<file path="src/rtl/secded_blk_pkg.sv">
package secded_blk_pkg;

    // Fixed block geometry
    localparam int BYTE_W    = 8;
    localparam int BLK_BYTES = 256;
    localparam int GRP_BYTES = 32;

    // Derived sizes
    localparam int IDX_W  = $clog2(BLK_BYTES);
    localparam int LO_W   = $clog2(GRP_BYTES);
    localparam int HI_W   = IDX_W - LO_W;
    localparam int NGRP   = 2 ** HI_W;
    localparam int COL_P  = 2 * $clog2(BYTE_W);
    localparam int LO_P   = 2 * LO_W;
    localparam int HI_P   = 2 * HI_W;
    localparam int ROW_P  = LO_P + HI_P;
    localparam int DATA_P = COL_P + ROW_P;
    localparam int CHK_W  = DATA_P + 2;

    typedef struct packed {
        logic              busy;
        logic              done;
        logic [IDX_W-1:0]  idx;
        logic [BYTE_W-1:0] col;
        logic [LO_P-1:0]   row_lo;
        logic [NGRP-1:0]   grp;
    } acc_state_t;

endpackage

</file>
<file path="src/rtl/par_mask_reduce.sv">
// Split-half parities of a vector: for each index bit k, output 2k is the
// XOR over entries whose index has bit k clear, output 2k+1 over bit k set.
module par_mask_reduce #(
    parameter int W  = 8,
    localparam int LW = $clog2(W)
) (
    input  logic [W-1:0]    vec,
    output logic [2*LW-1:0] par
);

    function automatic logic [W-1:0] half_mask(input int k, input bit hi);
        logic [W-1:0] m;
        for (int i = 0; i < W; i++) begin
            m[i] = (((i >> k) & 1) == int'(hi));
        end
        return m;
    endfunction

    for (genvar k = 0; k < LW; k++) begin : g_pair
        assign par[2*k]   = ^(vec & half_mask(k, 1'b0));
        assign par[2*k+1] = ^(vec & half_mask(k, 1'b1));
    end

endmodule

</file>
<file path="src/rtl/row_toggle.sv">
// Turns one row-parity bit and its index into toggle requests for the
// even/odd accumulator pairs, one pair per index bit.
module row_toggle #(
    parameter int IW = 5
) (
    input  logic [IW-1:0]   idx,
    input  logic            rbit,
    output logic [2*IW-1:0] tog
);

    for (genvar k = 0; k < IW; k++) begin : g_bit
        assign tog[2*k]   = rbit & ~idx[k];
        assign tog[2*k+1] = rbit &  idx[k];
    end

endmodule

</file>
<file path="src/rtl/secded_blk_gen.sv">
module secded_blk_gen
    import secded_blk_pkg::*;
(
    input  logic              clk,
    input  logic              rst,
    input  logic              start,
    input  logic              in_valid,
    input  logic [BYTE_W-1:0] in_byte,
    output logic              done,
    output logic [CHK_W-1:0]  check_word
);

    acc_state_t s_d, s_q;

    logic              take;
    logic              row_bit;
    logic [LO_P-1:0]   lo_tog;
    logic [COL_P-1:0]  col_par;
    logic [HI_P-1:0]   hi_par;
    logic [DATA_P-1:0] data_par;
    logic              busy_q;

    assign take    = s_q.busy & in_valid & ~start;
    assign row_bit = ^in_byte;
    assign busy_q  = s_q.busy;

    row_toggle #(.IW(LO_W)) i_row_toggle (
        .idx  (s_q.idx[LO_W-1:0]),
        .rbit (row_bit),
        .tog  (lo_tog)
    );

    par_mask_reduce #(.W(BYTE_W)) i_col_reduce (
        .vec (s_q.col),
        .par (col_par)
    );

    par_mask_reduce #(.W(NGRP)) i_grp_reduce (
        .vec (s_q.grp),
        .par (hi_par)
    );

    always_comb begin
        s_d      = s_q;
        s_d.done = 1'b0;
        if (start) begin
            s_d      = '0;
            s_d.busy = 1'b1;
        end else if (take) begin
            s_d.col    = s_q.col ^ in_byte;
            s_d.row_lo = s_q.row_lo ^ lo_tog;
            s_d.grp[s_q.idx[IDX_W-1:LO_W]] = s_q.grp[s_q.idx[IDX_W-1:LO_W]] ^ row_bit;
            s_d.idx    = s_q.idx + 1'b1;
            if (s_q.idx == IDX_W'(BLK_BYTES - 1)) begin
                s_d.busy = 1'b0;
                s_d.done = 1'b1;
            end
        end
    end

    always_ff @(posedge clk) begin
        if (rst) begin
            s_q <= '0;
        end else begin
            s_q <= s_d;
        end
    end

    assign data_par   = {hi_par, s_q.row_lo, col_par};
    assign check_word = {^data_par, ^s_q.col, data_par};
    assign done       = s_q.done;

endmodule

</file>
<file path="config.mk">
export PLATFORM = sky130hd
export DESIGN_NAME = secded_blk_gen
export DESIGN_NICKNAME = d
export VERILOG_FILES = /design/src/rtl/secded_blk_pkg.sv /design/src/rtl/par_mask_reduce.sv /design/src/rtl/row_toggle.sv /design/src/rtl/secded_blk_gen.sv
export SDC_FILE = /design/constraint.sdc
export NUM_CORES = 1
export LEC_CHECK = 0
export ABC_AREA = 1
export ABC_CLOCK_PERIOD_IN_PS = 4000
export BUFFER_PORTS_ARGS = -buffer_cell sky130_fd_sc_hd__buf_2
export CORE_AREA = 2 2 69 104
export DETAILED_ROUTE_END_ITERATION = 7
export DIE_AREA = 0 0 71 106
export GPL_TIMING_DRIVEN = 0
export PLACE_DENSITY = 0.56
export SYNTH_ARGS = -nofsm -noshare
export SYNTH_HDL_FRONTEND = slang
export SYNTH_SLANG_ARGS = --single-unit
</file>
<file path="constraint.sdc">
create_clock -name clk -period 4 [get_ports clk]
set_clock_uncertainty 0.05 [all_clocks]
set_input_delay 0.2 -clock clk [delete_from_list [all_inputs] [get_ports clk]]
set_output_delay 0.2 -clock clk [all_outputs]
set_load 0.01 [all_outputs]
</file>
==> impl_metrics.tcl, run 1 <==
set metrics [dict create \
    rrSetupSlack_ns 2.30 \
    synth-seq-area-share_pct 27.9 \
    final_hold_viol_count 0 \
    register_area_sq_um 721 \
    avgSynthCellArea_sq_um 6.09 \
    cts_inserted_buffers 5 \
    n_antenna_cell 0 \
    rsz0062_at_grt "false" \
    hold_path.class "input pin to register" \
    synth_top_area_share_pct 27.9 \
    route.vias.total 2555 \
    yosys_register_bits 36 \
    start_kind "register" \
    dr.first_iter.drc_count 94 \
    multi_input_area_sq_um 1520 \
    required_ns 3.75 \
    timing.slew.headroom_pct 64.6 \
    io_pins 37 \
    synth_top_area_cell "dfxtp_1" \
    startpoint "check_word[13]$_SDFFE_PP0N_" \
    grt_pass1_wl_mm 9.96 \
    grt_overflow 0 \
    synth_edf_count 0 \
    clkTransAtPathRegs_ns 0.07 \
    synth_nets 437 \
    outcome "finished, final reports clean" \
    r2r_cells 8 \
    die-area_sq_um 7530 \
    cts_buffer_depth 2 \
    yosysUniqueCellTypes 22 \
    routed_wl_mm 5.86 \
    die-height_um 106 \
    initial_utilization_pct 38.5 \
    grt_pass1_vias 2258 \
    fin_setup_tns_ns 0 \
    r2r-end "s_q[32]$_SDFFE_PP0N_" \
    ant_nets 0 \
    drv_cap 0 \
    drv_slew 0 \
    io_buffers 36 \
    tritoncts "built" \
    final_nets 480 \
    antenna_found_initial 0 \
    async_reset_ff_share_pct 0 \
    instances_no_fill 546 \
    cts_setup_buffers 0 \
    yosysMostFrequentCell "nand2_1" \
    synthFlopType "dfxtp_1" \
    vdd_drop_max_uv 154 \
    fillCellCount 721 \
    clock_sinks 36 \
    worst_pin_slew_ns 0.531 \
    grt_use_total_pct 16.2 \
    dp_hpwl_mm 4.68 \
    wl_per_cell_um 10.7 \
    max_freq_mhz 494 \
    synthTopCellsByCount "156 x nand2_1, 53 x inv_1, 36 x dfxtp_1" \
    cts_hold_buf 0 \
    syn2layout_area_growth_pct 14.2 \
    path_max_fanout 6 \
    synth_area_leaders "dfxtp_1 28%, nand2_1 23%, inv_1 7.7%" \
    arrival_ns 1.78 \
    power_density_nw_per_um2 252 \
    yosys_warnings 0 \
    vias_per_cell 4.68 \
    end_kind "output pin" \
    finalCritPeriodShare_pct 50.6 \
    p_leak_nw 1.47 \
    syn-cell-area_sq_um 2580 \
    dp.cells 538 \
    die_x_um 71 \
    r2r_start "s_q[26]$_SDFFE_PP0N_" \
    clock_latency_ns 0.29 \
    path_class "register to output pin" \
    detail_route.drc_violations 0 \
    drive_gt1_share_pct 14.1 \
    syn_inst 424 \
    row_count 37 \
    gp_congestion 0.820 \
    grt_max_degree 11 \
    dr.pass1.iters 4 \
    h-tree-depth 2 \
    cp-endpoint "check_word[23]" \
    root_buffer "clkbuf_8" \
    core_area_sq_um 6710 \
    cts_resized 0 \
    fin_crit_ns 2.03 \
    setup_viol 0 \
]
## worst min-delay path by stage
stage                                endpoint  startpoint  cells past startpoint
final                         done$_SDFF_PP0_         rst                      2
after floorplan               done$_SDFF_PP0_         rst                      1
after CTS                 busy_q$_SDFFE_PP0P_         rst                      2
after global routing          done$_SDFF_PP0_         rst                      2
after detailed placement  busy_q$_SDFFE_PP0P_         rst                      2
after global placement    busy_q$_SDFFE_PP0P_         rst                      2
## metal layers
layer	wire length, um	GRT usage [%]
met4	58	4.72
met5	0	0
met2	3060	30.1
met3	115	2.56
met1	2620	18.8
## power breakdown
part / total (mW) / internal (mW) / switching [mW] / leakage, nW
registers: 0.364 / 0.361 / 0.00293 / 0.290
logic: 0.112 / 0.0410 / 0.0706 / 1.13
clock network: 0.269 / 0.141 / 0.128 / 0.0455
total: 0.744 / 0.543 / 0.202 / 1.47
## cell families (layout without fill, tap and decap cells)
family / after synthesis / after routing / synth area share (%)
buffers and inverters: 76 / 120 / 13.4
AOI/OAI and AO/OA: 40 / 40 / 7.75
and+or+nand+nor: 233 / 233 / 37.6
DFF: 36 / 36 / 27.9
xor gates and xnor gates: 38 / 38 / 12.9
adders and majority gates: 1 / 1 / 0.484
## final cells by class
| class | instances | share of cell area [%] |
|---|---|---|
| multi-input combinational | 312 | 51.4 |
| sequential | 36 | 24.4 |
| timing repair buffer | 36 | 6.11 |
| clock buffer | 8 | 3.05 |
| tap | 78 | 3.31 |
| inverter | 54 | 6.87 |
| buffer | 22 | 4.83 |
## cells in the final DEF, fill, tap and decap left out, drive strengths merged, types with 12 or more instances in the layout
master  synthesis  routed
xor2           16      16
nand2         161     161
buf            16      52
dfxtp          36      36
xnor2          22      22
clkbuf          6      14
nor2           27      27
nand4          12      12
a21oi          22      22
o21ai          18      18
inv            53      53
nand3          29      29
## critical path: stages (launching register included)
cell and delay, ns:
dfxtp_1 0.33, clkbuf_1 0.33, xor2_1 0.22, nand2_1 0.07, nand2_1 0.06, nand2_1 0.04, nand2_1 0.10, nand3_1 0.09
nand3_1 0.08, nand2_1 0.05, buf_2 0.13
## through the flow
step | util (%) | worst slack, ns | power, mW | hold WS (ns) | instance area [sq um]
2_1_floorplan | - | 2.46 | 0.451 | 0.222 | 2580
3_3_place_gp | 42.6 | 2.23 | 0.484 | 0.358 | 2860
3_5_place_dp | 42.6 | 2.24 | 0.485 | 0.364 | 2860
4_1_cts | 44.0 | 1.92 | 0.756 | 0.0560 | 2950
5_1_grt | 44.0 | 1.74 | 0.782 | 0.0586 | 2950
6_report | 44.0 | 1.97 | 0.744 | 0.0633 | 2950
Note: power is estimated with default switching activity, not from simulation.
==> run 2, diff against run 1 <==
--- a/config.mk
+++ b/config.mk
@@ -5,14 +5,14 @@
 export SDC_FILE = /design/constraint.sdc
 export NUM_CORES = 1
 export LEC_CHECK = 0
-export ABC_AREA = 1
-export ABC_CLOCK_PERIOD_IN_PS = 4000
+export ABC_AREA = 0
+export ABC_CLOCK_PERIOD_IN_PS = 2100
 export BUFFER_PORTS_ARGS = -buffer_cell sky130_fd_sc_hd__buf_2
-export CORE_AREA = 2 2 69 104
+export CORE_AREA = 2 2 62 94
 export DETAILED_ROUTE_END_ITERATION = 7
-export DIE_AREA = 0 0 71 106
+export DIE_AREA = 0 0 64 96
 export GPL_TIMING_DRIVEN = 0
-export PLACE_DENSITY = 0.56
+export PLACE_DENSITY = 0.57
 export SYNTH_ARGS = -nofsm -noshare
 export SYNTH_HDL_FRONTEND = slang
 export SYNTH_SLANG_ARGS = --single-unit
==> constraint.sdc (replaced) <==
create_clock -name clk -period 2.1 [get_ports clk]
set_clock_uncertainty 0.05 [all_clocks]
set_input_delay 0.105 -clock clk [delete_from_list [all_inputs] [get_ports clk]]
set_output_delay 0.105 -clock clk [all_outputs]
set_load 0.01 [all_outputs]
==> impl_metrics.tcl, run 2 <==
set metrics [dict create \
    final_nets 296 \
    cts_setup_buffers 0 \
    placed_area_sq_um 2340 \
    clkTransAtPathRegs_ns 0.07 \
    n_antenna_cell 0 \
    synth-seq-area-share_pct 34.8 \
    synthFlopType "dfxtp_1" \
    grt_max_degree 11 \
    avgSynthCellArea_sq_um 8.65 \
    yosysMostFrequentCell "xnor2_1" \
    power_density_nw_per_um2 583 \
    async_reset_ff_share_pct 0 \
    fin_area_sq_um 2470 \
    p_leak_nw 1.05 \
    grt_overflow 0 \
    tritoncts "built" \
    io_buffers 36 \
    fin_hold_ws_ns 0.0623 \
    route.vias.total 1728 \
    clock_sinks 36 \
    syn-cell-area_sq_um 2070 \
    max_freq_mhz 521 \
    grt_use_total_pct 15.4 \
    vdd_drop_max_uv 357 \
    mostFrequentLayoutCells "37 x xnor2_1, 37 x buf_2, 36 x dfxtp_1, 25 x nor2_1, 22 x xor2_1" \
    fin_setup_tns_ns 0 \
    vias_per_cell 4.88 \
    final_hold_viol_count 0 \
    end_kind "register" \
    syn2layout_area_growth_pct 19.2 \
    drv_slew 0 \
    row_count 33 \
    cts_buffer_depth 2 \
    path_max_fanout 10 \
    io_pins 37 \
    required_ns 2.25 \
    dr.pass1.iters 4 \
    die_x_um 64 \
    timing.slew.headroom_pct 53.7 \
    root_buffer "clkbuf_8" \
    drive_gt1_share_pct 21.1 \
    drv_cap 0 \
    register_area_sq_um 721 \
    worst_pin_slew_ns 0.692 \
    fin_crit_ns 1.92 \
    hold_path.class "input pin to register" \
    clock_latency_ns 0.29 \
    die-area_sq_um 6140 \
    finalCritPeriodShare_pct 91.3 \
    initial_utilization_pct 38.8 \
    syn_inst 239 \
    start_kind "register" \
    fillCellCount 552 \
    multi_input_area_sq_um 1250 \
    gp_congestion 0.768 \
    grt_pass1_vias 1568 \
    cts_inserted_buffers 5 \
    yosysUniqueCellTypes 32 \
    die-height_um 96 \
    synth_edf_count 0 \
    setup_viol 0 \
    synth_top_area_cell "dfxtp_1" \
    synth_top_area_share_pct 34.8 \
    arrival_ns 2.07 \
    dr.first_iter.drc_count 71 \
    synth_area_leaders "dfxtp_1 35%, xnor2_1 17%, xor2_1 9.3%" \
    synth_nets 252 \
    outcome "finished, final reports clean" \
    h-tree-depth 2 \
    grt_pass1_wl_mm 7.34 \
    wl_per_cell_um 12.4 \
    dp_hpwl_mm 3.35 \
    synthTopCellsByCount "41 x xnor2_1, 36 x dfxtp_1, 25 x nor2_1" \
    yosys_warnings 0 \
    utilization_pct 46.3 \
    antenna_found_initial 0 \
    yosys_register_bits 36 \
    routed_wl_mm 4.39 \
    core_area_sq_um 5330 \
    path_class "register to register" \
    ant_nets 0 \
    detail_route.drc_violations 0 \
]
## run 2: kinds of logic (layout without fill, tap and decap cells)
logic type                 Yosys count  in the layout  share of synthesized area [%]
adders and majority gates            1              1                          0.605
buffers and inverters               24             69                           6.23
and+or+nand+nor                     69             69                           16.0
muxes                                3              3                           1.51
AOI/OAI and AO/OA                   41             41                           12.6
DFF                                 36             36                           34.8
xor gates and xnor gates            65             65                           28.3
## run 2: metal layers
layer | vias to the layer above | track usage (%) | share of wire [%]
met2 | 35 | 29.2 | 53
met5 | - | 0 | 0
met3 | 5 | 2.92 | 3.9
met1 | 791 | 16.9 | 42
met4 | 0 | 5.43 | 1.3
li1 | 897 | - | -
## run 2: path summary, 6_finish.rpt
check	slack, ns	startpoint	endpoint	cells past startpoint
worst max-delay path	0.18	s_q[32]$_SDFFE_PP0N_	register	5
worst min-delay path	0.06	in_valid	s_q[27]$_SDFFE_PP0N_	3
worst max register to register	0.18	s_q[32]$_SDFFE_PP0N_	register	5
worst min register to register	0.46	busy_q$_SDFFE_PP0P_	s_q[27]$_SDFFE_PP0N_	2
## run 2: stage by stage
stage	instances	power, mW	setup WS [ns]
floorplan	239	0.870	0.407
global placement	345	0.938	0.116
detailed placement	345	0.939	0.0746
CTS	354	1.45	0.0625
global route	354	1.51	-0.0104
finish	354	1.44	0.182
## run 2: area by class of cell
cell class / instances / area share (%)
multi-input cells: 179 / 50.6
inverters: 3 / 0.457
clock buffers: 8 / 3.65
well taps: 70 / 3.55
flip-flops and latches: 36 / 29.2
repair buffers: 37 / 7.71
plain buffers: 21 / 4.77
## run 2: critical path, cell delays in order, from the launching register on
cell and delay, ns:
dfxtp_1 0.39, clkbuf_1 0.36, o21ai_0 0.16, a211oi_1 0.41
xnor2_2 0.22, a311oi_1 0.24
## run 2: timing repair
| action | 4_1_cts | 5_1_grt |
|---|---|---|
| hold endpoints to repair | 2 | 0 |
| setup endpoints to repair | 0 | 9 |
| resized for setup | 0 | 4 |
| hold buffers | 1 | 0 |
## run 2: report_power, final
part / internal, mW / switching (mW)
clock network: 0.268 / 0.238
registers: 0.689 / 0.00840
logic: 0.0900 / 0.146
==> run 3, diff against run 2 <==
--- a/config.mk
+++ b/config.mk
@@ -6,13 +6,14 @@
 export NUM_CORES = 1
 export LEC_CHECK = 0
 export ABC_AREA = 0
-export ABC_CLOCK_PERIOD_IN_PS = 2100
+export ABC_CLOCK_PERIOD_IN_PS = 2500
 export BUFFER_PORTS_ARGS = -buffer_cell sky130_fd_sc_hd__buf_2
 export CORE_AREA = 2 2 62 94
 export DETAILED_ROUTE_END_ITERATION = 7
 export DIE_AREA = 0 0 64 96
 export GPL_TIMING_DRIVEN = 0
-export PLACE_DENSITY = 0.57
+export PLACE_DENSITY_LB_ADDON = 0.08
 export SYNTH_ARGS = -nofsm -noshare
 export SYNTH_HDL_FRONTEND = slang
 export SYNTH_SLANG_ARGS = --single-unit
+export TNS_END_PERCENT = 30
==> constraint.sdc (replaced) <==
create_clock -name clk -period 2.5 [get_ports clk]
set_clock_uncertainty 0.05 [all_clocks]
set_input_delay 0.125 -clock clk [delete_from_list [all_inputs] [get_ports clk]]
set_output_delay 0.125 -clock clk [all_outputs]
set_load 0.01 [all_outputs]
==> impl_metrics.tcl, run 3 (synthesis results as in run 2) <==
set metrics [dict create \
    cts_buffer_depth 2 \
    ant_nets 0 \
    grt_pass1_wl_mm 8.06 \
    required_ns 2.58 \
    switching_share_pct 27.3 \
    dr.pass1.iters 4 \
    io_pins 37 \
    met2_usage_pct 33.8 \
    syn2layout_area_growth_pct 18.1 \
    initial_utilization_pct 38.8 \
    pwr-share-seq_pct 47.7 \
    p_int_mw 0.894 \
    clock_sinks 36 \
    worst_pin_slew_ns 0.751 \
    fin_hold_ws_ns 0.0914 \
    p_switching_mw 0.335 \
    final_nets 296 \
    arrival_ns 2.19 \
    grt_pass1_vias 1656 \
    min_from "in_valid" \
    die-area_sq_um 6140 \
    p_leak_nw 1.02 \
    startpoint "s_q[32]$_SDFFE_PP0N_" \
    power_density_nw_per_um2 503 \
    timing.slew.headroom_pct 49.6 \
    wl_per_cell_um 13.6 \
    vdd_drop_max_uv 334 \
    clkTransAtPathRegs_ns 0.07 \
    start_kind "register" \
    dp_hpwl_mm 3.65 \
    cts_inserted_buffers 5 \
    busiest_layer "met2" \
    h-tree-depth 2 \
    grt_overflow 0 \
    finalCritPeriodShare_pct 84.5 \
    root_buffer "clkbuf_8" \
    clock_latency_ns 0.28 \
    fin_crit_ns 2.11 \
    rrSetupSlack_ns 0.39 \
    die-height_um 96 \
    end_kind "register" \
    final_hold_viol_count 0 \
    path_class "register to register" \
    detail_route.drc_violations 0 \
    met1_usage_pct 18.3 \
    die_x_um 64 \
    drv_slew 0 \
    multi_input_area_sq_um 1220 \
    drive_gt1_share_pct 20.1 \
    route.vias.total 1744 \
    n_antenna_cell 0 \
    grt_max_degree 11 \
    tritoncts "built" \
    setup_viol 0 \
    core_area_sq_um 5330 \
    outcome "finished, final reports clean" \
    max_freq_mhz 474 \
    register_area_sq_um 721 \
    hold_path.class "input pin to register" \
    layout_commonest_cell "xnor2_1" \
    grt_use_total_pct 17.2 \
    path_max_fanout 10 \
    row_count 33 \
    mostFrequentLayoutCells "41 x xnor2_1, 37 x buf_2, 36 x dfxtp_1, 25 x nor2_1, 22 x xor2_1" \
    utilization_pct 45.9 \
    dr.first_iter.drc_count 72 \
    rsz0062_at_grt "false" \
    pwr-share-comb_pct 15.7 \
    routed_wl_mm 4.80 \
    fin_setup_tns_ns 0 \
    p_total_mw 1.23 \
    antenna_found_initial 0 \
    fillCellCount 559 \
    gr-usage-met3_pct 2.81 \
    io_buffers 36 \
    cts_setup_buffers 0 \
    drv_cap 0 \
    r2r_start "s_q[32]$_SDFFE_PP0N_" \
    vias_per_cell 4.94 \
    gp_congestion 0.825 \
    clockPowerShare_pct 36.6 \
]
## run 3: worst max-delay path, cell delays in order, from the launching register on
cell,delay (ns)
dfxtp_1,0.39
clkbuf_1,0.36
nand3_1,0.11
o21ai_0,0.09
a211oi_1,0.12
xnor2_1,0.64
a311oi_1,0.18
## run 3: cell type report
| type | count | area share (%) |
|---|---|---|
| Buffer | 21 | 4.82 |
| Timing Repair Buffer | 37 | 7.79 |
| Sequential cell | 36 | 29.5 |
| Inverter | 3 | 0.461 |
| Multi-Input combinational cell | 179 | 49.9 |
| Tap cell | 70 | 3.59 |
| Clock buffer | 7 | 3.94 |
## run 3: per-layer routing
layer  share of wire (%)  up-vias  wire length (um)
met2                  56       31              2680
met4                 1.5        0                74
met3                 3.0        6               142
met1                  40      808              1910
li1                    -      899                 -
met5                   0        -                 0
## run 3: final timing paths
kind / to / depth (start not counted)
worst max-delay path: register / 6
worst min-delay path: s_q[27]$_SDFFE_PP0N_ / 3
worst max register to register: register / 6
worst min register to register: check_word[14]$_SDFFE_PP0N_ / 2
## run 3: timing repair
action / 4_1_cts / 5_1_grt
endpoints found under the hold margin: 2 / 0
hold buffers: 1 / 0
gates resized for setup: 0 / 0
## run 3: stage by stage
| step | cells | area, sq um | worst slack (ns) |
|---|---|---|---|
| 5_1_grt | 353 | 2440 | 0.109 |
| 2_1_floorplan | 239 | 2070 | 0.807 |
| 4_1_cts | 353 | 2440 | 0.385 |
| 6_report | 353 | 2440 | 0.389 |
| 3_3_place_gp | 345 | 2340 | 0.436 |
| 3_5_place_dp | 345 | 2340 | 0.384 |
## run 3: power by group through the flow
stage | logic [mW] | registers [mW] | clock network (mW)
final | 0.194 | 0.586 | 0.450
after global routing | 0.214 | 0.586 | 0.483
after CTS | 0.195 | 0.585 | 0.459
after detailed placement | 0.194 | 0.599 | 0
after global placement | 0.191 | 0.599 | 0
after floorplan | 0.134 | 0.597 | 0
